--- src/rtl/shade_pkg.sv ---
package shade_pkg;
  // Strobes from the control to the datapath, one per pipeline stage.
  typedef struct packed {
    logic loadA;  // capture difference and gain
    logic loadB;  // capture rounded, clipped product
  } shadeStrobe_t;
endpackage

--- src/rtl/shade_ctrl.sv ---
module shade_ctrl
  import shade_pkg::*;
(
  input  logic         clk,
  input  logic         rstN,
  input  logic         inValid,
  input  logic         outReady,
  output logic         inReady,
  output logic         outValid,
  output shadeStrobe_t strobe
);
  logic validA, validB;
  logic advA, advB;

  // A stage may advance when it is empty or its successor will move.
  always_comb begin
    advB         = !validB || outReady;
    advA         = !validA || advB;
    inReady      = advA;
    strobe.loadA = advA && inValid;
    strobe.loadB = advB && validA;
  end

  always_ff @(posedge clk or negedge rstN) begin
    if (!rstN) begin
      validA <= 1'b0;
      validB <= 1'b0;
    end else begin
      if (advA) validA <= inValid;
      if (advB) validB <= validA;
    end
  end

  assign outValid = validB;

  // a stalled output keeps its valid flag
  p_hold_valid_r8: assert property (@(posedge clk) disable iff (!rstN)
    outValid && !outReady |=> outValid);

  // a full pipeline facing a stalled consumer refuses input
  p_full_block_r9: assert property (@(posedge clk) disable iff (!rstN)
    validA && validB && !outReady |-> !inReady);

  // a pixel moved into the first stage with a free path reaches the output next edge
  p_two_stage_r7: assert property (@(posedge clk) disable iff (!rstN)
    validA && advB |=> outValid);
endmodule

--- src/rtl/shade_datapath.sv ---
module shade_datapath
  import shade_pkg::*;
#(
  parameter int IN_W      = 16,
  parameter int COEF_W    = 16,
  parameter int OUT_W     = 16,
  parameter int FRAC_BITS = 14
) (
  input  logic              clk,
  input  logic              rstN,
  input  shadeStrobe_t      strobe,
  input  logic [IN_W-1:0]   pixIn,
  input  logic [COEF_W-1:0] offIn,
  input  logic [COEF_W-1:0] gainIn,
  output logic [OUT_W-1:0]  outData
);
  localparam int DIFF_W = (IN_W > COEF_W) ? IN_W : COEF_W;
  localparam int PROD_W = DIFF_W + COEF_W + 1;
  localparam logic [PROD_W-1:0] HALF_LSB = PROD_W'(1) << (FRAC_BITS - 1);
  localparam logic [PROD_W-1:0] OUT_MAX  = PROD_W'({OUT_W{1'b1}});
  localparam logic [COEF_W-1:0] UNITY    = COEF_W'(1) << FRAC_BITS;

  logic [DIFF_W-1:0] pixExt, offExt, diffNext, diffReg;
  logic [COEF_W-1:0] gainReg;
  logic [PROD_W-1:0] product, rounded, scaled;
  logic [OUT_W-1:0]  clipped;

  // Stage A: remove offset, floor at zero.
  always_comb begin
    pixExt   = DIFF_W'(pixIn);
    offExt   = DIFF_W'(offIn);
    diffNext = (offExt < pixExt) ? (pixExt - offExt) : '0;
  end

  // Stage B: multiply, round to nearest, drop fraction, clip.
  always_comb begin
    product = PROD_W'(diffReg) * PROD_W'(gainReg);
    rounded = product + HALF_LSB;
    scaled  = rounded >> FRAC_BITS;
    clipped = (scaled > OUT_MAX) ? OUT_W'(OUT_MAX) : OUT_W'(scaled);
  end

  always_ff @(posedge clk or negedge rstN) begin
    if (!rstN) begin
      diffReg <= '0;
      gainReg <= '0;
      outData <= '0;
    end else begin
      if (strobe.loadA) begin
        diffReg <= diffNext;
        gainReg <= gainIn;
      end
      if (strobe.loadB) outData <= clipped;
    end
  end

  // an offset at or above the pixel leaves a zero difference
  p_floor_zero_r2: assert property (@(posedge clk) disable iff (!rstN)
    strobe.loadA && (offExt >= pixExt) |=> diffReg == '0);

  // a zero gain code yields a black pixel
  p_zero_gain_r4: assert property (@(posedge clk) disable iff (!rstN)
    strobe.loadB && gainReg == '0 |=> outData == '0);

  // unity code passes a difference that fits the output unchanged
  p_unity_gain_r5: assert property (@(posedge clk) disable iff (!rstN)
    strobe.loadB && gainReg == UNITY && PROD_W'(diffReg) <= OUT_MAX
      |=> PROD_W'(outData) == $past(PROD_W'(diffReg)));
endmodule

--- src/rtl/shading_gain.sv ---
module shading_gain
  import shade_pkg::*;
#(
  parameter int IN_W      = 16,
  parameter int COEF_W    = 16,
  parameter int OUT_W     = 16,
  parameter int FRAC_BITS = 14
) (
  input  logic              clk,
  input  logic              rstN,
  input  logic              inValid,
  output logic              inReady,
  input  logic [IN_W-1:0]   pixIn,
  input  logic [COEF_W-1:0] offIn,
  input  logic [COEF_W-1:0] gainIn,
  output logic              outValid,
  input  logic              outReady,
  output logic [OUT_W-1:0]  outData
);
  shadeStrobe_t strobe;

  shade_ctrl i_ctrl (
    .clk      (clk),
    .rstN     (rstN),
    .inValid  (inValid),
    .outReady (outReady),
    .inReady  (inReady),
    .outValid (outValid),
    .strobe   (strobe)
  );

  shade_datapath #(
    .IN_W      (IN_W),
    .COEF_W    (COEF_W),
    .OUT_W     (OUT_W),
    .FRAC_BITS (FRAC_BITS)
  ) i_datapath (
    .clk     (clk),
    .rstN    (rstN),
    .strobe  (strobe),
    .pixIn   (pixIn),
    .offIn   (offIn),
    .gainIn  (gainIn),
    .outData (outData)
  );

  // a stalled output keeps its data
  p_hold_data_r8: assert property (@(posedge clk) disable iff (!rstN)
    outValid && !outReady |=> $stable(outData));
endmodule

--- config.mk ---
export PLATFORM = sky130hd
export DESIGN_NAME = shading_gain
export DESIGN_NICKNAME = d
export VERILOG_FILES = /design/src/rtl/shade_pkg.sv /design/src/rtl/shade_ctrl.sv /design/src/rtl/shade_datapath.sv /design/src/rtl/shading_gain.sv
export SDC_FILE = /design/constraint.sdc
export NUM_CORES = 1
export LEC_CHECK = 0
export ABC_CLOCK_PERIOD_IN_PS = 12400
export BUFFER_PORTS_ARGS = -buffer_cell sky130_fd_sc_hd__buf_4
export CAP_MARGIN = 30
export CORE_MARGIN = 2
export CORE_UTILIZATION = 50
export CTS_CLUSTER_DIAMETER = 50
export DETAILED_ROUTE_END_ITERATION = 10
export PLACE_DENSITY = 0.79
export SLEW_MARGIN = 20
export SYNTH_ARGS = -nofsm -noshare
export SYNTH_HDL_FRONTEND = slang
export SYNTH_SLANG_ARGS = --single-unit
--- constraint.sdc ---
create_clock -name clk -period 12.4 [get_ports clk]
set_input_delay 0.62 -clock clk [delete_from_list [all_inputs] [get_ports clk]]
set_output_delay 0.62 -clock clk [all_outputs]
set_load 0.05 [all_outputs]
# ---- Word-level counts from Yosys, hierarchy flattened
# Cells that the tools add are included.
dict set report word_totals {
  wordCells 18
  in_bits 52
  register_bits 50
  output_inout_bits 18
}
dict set report op_classes {
  magnitude_cmp 2
  n_addsub 2
  reduce_logical 6
  multipliers 1
  muxes 2
}
# op n
set op_table {}
lappend op_table {{adder 32 x 14 -> 33 bit, second input constant} 1}
lappend op_table {{multiplier 16 x 16 -> 32 bit} 1}
lappend op_table {{2-to-1 mux 16 bit} 2}
lappend op_table {{> comparator 19 x 16 -> 1 bit, second input constant} 1}
lappend op_table {{less-than comparator 16 bit} 1}
lappend op_table {{subtractor 16 bit} 1}
lappend op_table {{logical AND 1 bit} 2}
lappend op_table {{zero test 1 bit} 2}
lappend op_table {{logical OR 1 bit} 2}

# ---- Logic depth before layout (Yosys ltp)
dict set report depth {
  ltp_word 4
  depth_mapped 27
  ltp_nobuf 22
}

# ---- Hierarchy
# From an unflattened synthesis, not the netlist that was laid out.
dict set report hier_totals {
  hier_cells 1207
  area_unflattened_um2 11095.6
}
# mod cells_per_inst n_inst seq_area_each_um2 area_each_um2
set by_module_without_submodules {}
lappend by_module_without_submodules {shade_datapath 1199 1 1201.2 10991.8}
lappend by_module_without_submodules {shade_ctrl 8 1 50.0 103.8}

# ---- Worst setup path before layout
# OpenSTA, ideal clock, no wires.
dict set report synth_path {
  path_type {register to register}
  startpoint {register i_datapath.gainReg[9]}
  endpoint {register i_datapath.outData[5]}
  setup_ps 126
  setup_slack_ps 5878
  arrival_time_ps 6396
  t_required_ps 12274
  path_buffers 3
  synth_period_minus_slack_ps 6522
  stages_incl_launch_ff 26
  cell_sequence {dfrtp_1 clkbuf_1 clkbuf_1 nand2_1 fa_1 inv_1 fa_1 inv_1 fa_1 inv_1 fa_1 fa_1 inv_1 fa_1 inv_1 ha_1 a21oi_1 o21a_1 nor3_1 nor3_1 o41ai_4 a31oi_1 nor4bb_1 or4_4 buf_6 o32a_1}
}
dict set report synth_via {
  elab_chain_len 4
}
# item line_no
set synth_lines {}
lappend synth_lines {{from (decl)} shade_datapath.sv:24} ;# logic [COEF_W-1:0] gainReg;
lappend synth_lines {{from (signal assigned)} shade_datapath.sv:51} ;# gainReg <= gainIn;
lappend synth_lines {{multiplier 16 x 16 -> 32 bit (*)} shade_datapath.sv:37} ;# product = PROD_W'(diffReg) * PROD_W'(gainReg);
lappend synth_lines {{adder 32 x 14 -> 33 bit (*)} shade_datapath.sv:38} ;# rounded = product + HALF_LSB;
lappend synth_lines {{> comparator 19 x 16 -> 1 bit} shade_datapath.sv:40} ;# clipped = (scaled > OUT_MAX) ? OUT_W'(OUT_MAX) : OUT_W'(scaled);
lappend synth_lines {{2-to-1 mux 16 bit (*)} shade_datapath.sv:40}
lappend synth_lines {{to (signal assigned)} shade_datapath.sv:53} ;# if (strobe.loadB) outData <= clipped;
lappend synth_lines {{to (decl)} shade_datapath.sv:15} ;# output logic [OUT_W-1:0] outData
# Every way passes the cells marked *; elsewhere a longest branch is shown, timed or not.
# A chain may end at the register's enable or synchronous reset.

# ---- Worst setup path after layout
dict set report layout_path {
  startpoint {register i_datapath.diffReg[11]}
  endpoint {register i_datapath.outData[5]}
}
dict set report layout_via {
  elab_chain_len 4
}
# item line_no
set layout_lines {}
lappend layout_lines {{from (decl)} shade_datapath.sv:23} ;# logic [DIFF_W-1:0] pixExt, offExt, diffNext, diffReg;
lappend layout_lines {{from (signal assigned)} shade_datapath.sv:50} ;# diffReg <= diffNext;
lappend layout_lines {{multiplier 16 x 16 -> 32 bit (*)} shade_datapath.sv:37}
lappend layout_lines {{adder 32 x 14 -> 33 bit (*)} shade_datapath.sv:38}
lappend layout_lines {{> comparator 19 x 16 -> 1 bit} shade_datapath.sv:40}
lappend layout_lines {{2-to-1 mux 16 bit (*)} shade_datapath.sv:40}
# Marks and branches as above.

==> Flow_metrics.wiki <==
{| class="wikitable"
! Metric !! Value
|-
| Total negative slack || 0 ps
|-
| Slack of the worst reg-to-reg path || 5400 ps
|-
| Nature of the critical path startpoint || flip-flop
|-
| Final-report setup violation count || 0
|-
| Overall die area || 0.02336 sq mm
|-
| Startpoint-to-endpoint class of the critical path || reg2reg
|-
| Count of input and output buffers || 69
|-
| Critical path's top delay family || adder cells
|-
| Most used flip-flop cell after synthesis || sky130_fd_sc_hd__dfrtp_1
|-
| Critical-path top delay cell || sky130_fd_sc_hd__dfrtp_1
|-
| Internal cell power || roughly 0.0015 W
|-
| Dominant cell type by count on the critical path || sky130_fd_sc_hd__fa_1
|-
| Max-slew headroom || between 50 and 60%
|-
| Worst slew pin tran || about 740 ps
|-
| Area of the mapped netlist || 0.01108 sq mm
|-
| Post-Synthesis Net Count || about 1.6k
|-
| Xor/xnor cell area share of the yosys netlist || 2.056%
|-
| Detailed-placement wirelength estimate || between 15000 and 20000 microns
|-
| Origin of the critical flop-to-flop path || i_datapath.diffReg[11]
|-
| Power share of the combinational group || 85.1%
|-
| Weighted congestion reported at the end of routability-driven placement || 0.8844
|-
| Number of global-route vias before repair || 8689
|-
| Sequential share of power || 9.8%
|-
| Cts-stage hold buffer count || 0
|-
| Total via count after detailed routing || between 8k and 9k
|-
| Diodes inserted || 0
|-
| Clk_lat worst skew || 300 ps
|-
| Num CTS Buffers || 5
|-
| Cells taking the most area after synthesis || sky130_fd_sc_hd__fa_1 35%, sky130_fd_sc_hd__ha_1 15%, sky130_fd_sc_hd__dfrtp_1 11%, sky130_fd_sc_hd__inv_1 8.6%, sky130_fd_sc_hd__and2_1 7.1%
|-
| CORE AREA || 0.02176 sq mm
|-
| Cells along the critical path || nand2_1 > fa_1 > fa_1 > fa_1 > inv_1 > fa_1 > fa_1 > inv_1 > fa_1 > inv_1 > ha_1 > a21oi_1 > o21ai_0 > a21oi_1 > o21ai_0 > a31o_2 > nor4_1 > a2111oi_0 > or4_4 > o32a_1
|-
| CTS sink cnt || 50
|-
| Number of warnings issued by yosys || 0
|-
| Avg Synthesized Cell Area || 9.216 sq um
|-
| Placement-stage worst setup slack || about 5400 ps
|-
| Number of nets in the finished design || 1611
|-
| Share of final-layout standard cells stronger than drive strength 1 || 7.867%
|-
| Most frequent cells in the layout || 254 x sky130_fd_sc_hd__inv_1, 196 x sky130_fd_sc_hd__fa_1, 151 x sky130_fd_sc_hd__nand2_1
|-
| Post-synthesis mux area share || 1.626%
|-
| Clock transition at the register clock pins on the worst setup and hold paths after CTS || 80 ps
|-
| TritonCTS clock tree || done
|-
| Number of antenna violations at the first check in global routing || 0
|-
| Result of the run || finished clean
|-
| Max-cap violations || 0
|-
| Seq cells post-synth || 50
|-
| Number of standard-cell rows in the floorplan || 54
|-
| Required time worst endpoint || 12580 ps
|-
| Share of total power in the clock network || 5.1%
|-
| Static Leak || 6.219 nW
|-
| Synthesized-area fraction occupied by and/or/nand/nor cells || 15.98%
|-
| Maximum number of pins on one net before global-route repair || a little over 50
|-
| Worst Setup Slack, final || 5403 ps
|-
| Terminus of the critical flop-to-flop path || i_datapath.outData[5]
|-
| Combinational family with the most area after synthesis || adder cells
|-
| Switching Share || roughly 55%
|-
| Initial cell density of the core || approximately half
|-
| RSZ-0062 raised after global routing || false
|-
| Y dimension of the die || 152.9 microns
|-
| Setup bufs post-CTS || 0
|-
| Hold Fails Final Rpt || 0
|-
| Post-Synth Adder-Cell Area || between 50 and 60%
|-
| Cell chosen for the clock root || sky130_fd_sc_hd__clkbuf_16
|-
| # fillers || 1936
|-
| Number of nets still failing antenna checks after routing || 0
|-
| Most common cell after layout, fill and taps aside || sky130_fd_sc_hd__inv_1
|-
| Clk buf depth || 2
|-
| Drt initial violations || 434
|-
| Peak VDD IR || roughly 0.29 mV
|-
| Synthesis-to-layout area growth || 7.782%
|-
| Proportion of netlist area held by the largest area contributor || about 35%
|-
| Resize count post-CTS || 0
|-
| Fraction of synthesis flops using an asynchronous set or reset pin || 100.0%
|-
| Maximum achievable frequency || 142.9 MHz
|-
| Horizontal die dimension || 152.9 microns
|-
| Worst path buffer plus inverter count || 3
|-
| Portion of the post-synthesis area used by sequential elements || 11.29%
|-
| Global-route usage over all layers || a little over a fifth
|-
| Number of ports placed on the die boundary || 70
|-
| Ratio of total power to cell area || around 280 mW/mm^2
|-
| Per-cell via count in the routed design || 5.490
|-
| Fraction of the cycle the final worst path needs || 56.43%
|-
| Total global routing overflow || 0
|-
| Number of H-tree levels || 2
|-
| DR pass1 iterations || 5
|-
| Count of unresolved DRC violations after routing || 0
|-
| Number of enable-type register cells in the synthesized netlist || 0
|-
| Area of the multi-input gates || ~0.0087 sq mm
|-
| Clock period minus final worst setup slack || 6997 ps
|-
| Number of slew-limit violations in the final report || 0
|-
| CP max FO || 17
|-
| Number of distinct library cells after synthesis || 48
|-
| Length in cells of the worst reg-to-reg path || 20
|-
| Area fraction in compound gates after synthesis || 8.493%
|-
| Cell accounting for the most synthesized area || sky130_fd_sc_hd__fa_1
|-
| Worst Setup End Kind || flip-flop
|-
| Class of the tightest hold or removal check || in2async
|-
| Mapped Cells || 1202
|-
| Wire length reported by the detailed router || roughly 24000 microns
|-
| Arrival time of data at the critical path endpoint || 7180 ps
|-
| Max incr delay on CP || about 820 ps
|-
| Switching pwr || 0.001798 W
|-
| Sequential cell area || ~0.0013 sq mm
|-
| Post-detailed-route wirelength per cell || 16.11 microns
|-
| First-pass GRT wire length || 41080 microns
|-
| Final setup skew || 11.80 ps
|}
routing by layer:
layer  GRT usage [%]  vias up  share of wire [%]
li1                -     3798                  -
met1           26.92     4201                 40
met2           38.52      246                 53
met3           1.559       62                4.1
met4           6.922        0                3.4
met5               0        -                  0
how the worst max path moves through the flow:
stage	startpoint	to	cells after the start
after global placement	i_datapath.gainReg[7]	i_datapath.outData[15]	22
final	i_datapath.diffReg[11]	i_datapath.outData[5]	20
after floorplan	i_datapath.gainReg[9]	i_datapath.outData[5]	25
after detailed placement	i_datapath.diffReg[7]	i_datapath.outData[5]	22
after global routing	i_datapath.diffReg[11]	i_datapath.outData[5]	20
after CTS	i_datapath.gainReg[7]	i_datapath.outData[5]	22
kinds of logic (layout without fill, tap and decap cells):
group	Yosys count	count (layout)
flip-flops	50	50
XOR/XNOR	26	26
adder cells (fa/ha/maj)	327	327
multiplexers	16	16
AND/OR/NAND/NOR	348	348
buffers and inverters	301	332
AO/OA/AOI/OAI	134	134
area by class of cell:
type | count | share of cell area, %
Inverter | 254 | 7.985
Sequential cell | 50 | 10.48
Tap cell | 280 | 2.934
Clock buffer | 6 | 1.163
Timing Repair Buffer | 70 | 4.401
Clock inverter | 2 | 0.3248
Multi-Input combinational cell | 851 | 72.71
state kept, by name, indices dropped and copies added (netlist names):
| register | flops |
|---|---|
| i_datapath.gainReg | 16 |
| i_datapath.diffReg | 16 |
| i_datapath.outData | 16 |
| i_ctrl.outValid | 1 |
| i_ctrl.validA | 1 |
Yosys cell counts, types with 4 or more instances:
cell type,n
sky130_fd_sc_hd__ha_1,131
sky130_fd_sc_hd__nor2b_1,5
sky130_fd_sc_hd__a21oi_1,37
sky130_fd_sc_hd__nand2b_1,10
sky130_fd_sc_hd__dfrtp_1,50
sky130_fd_sc_hd__xnor2_1,15
sky130_fd_sc_hd__o21a_1,7
sky130_fd_sc_hd__o21ai_0,19
sky130_fd_sc_hd__and3_1,4
sky130_fd_sc_hd__nand3_1,7
sky130_fd_sc_hd__a22o_1,15
sky130_fd_sc_hd__a21o_1,11
sky130_fd_sc_hd__nand3b_1,5
sky130_fd_sc_hd__nand2_1,151
sky130_fd_sc_hd__o22a_1,13
sky130_fd_sc_hd__mux2_2,16
sky130_fd_sc_hd__fa_1,196
sky130_fd_sc_hd__clkbuf_1,43
sky130_fd_sc_hd__o211ai_1,5
sky130_fd_sc_hd__nand4_1,10
sky130_fd_sc_hd__xor2_1,11
sky130_fd_sc_hd__a31oi_1,4
sky130_fd_sc_hd__and2_1,126
sky130_fd_sc_hd__nor3_1,8
sky130_fd_sc_hd__nor2_1,14
sky130_fd_sc_hd__inv_1,254
stage by stage:
step                      cells  area, sq um  utilization [%]  total power, W  hold slack [ps]
after floorplan            1202        11080                -        0.002488            324.4
after global placement     1505        11760            54.07        0.003062            479.7
after detailed placement   1505        11760            54.07        0.003147            487.4
after CTS                  1513        11940            54.88        0.003338            364.5
after global routing       1513        11940            54.88        0.003721            397.1
final                      1513        11940            54.88        0.003288            332.7
power by group through the flow:
stage / Combinational [W] / Sequential [W] / Clock [W]
floorplan: 0.00215 / 0.000341 / 0
global placement: 0.00274 / 0.000321 / 0
detailed placement: 0.00282 / 0.000323 / 0
CTS: 0.00285 / 0.000320 / 0.000172
global route: 0.00321 / 0.000331 / 0.000178
finish: 0.00280 / 0.000322 / 0.000169
Note: power is estimated with default switching activity, not from simulation.
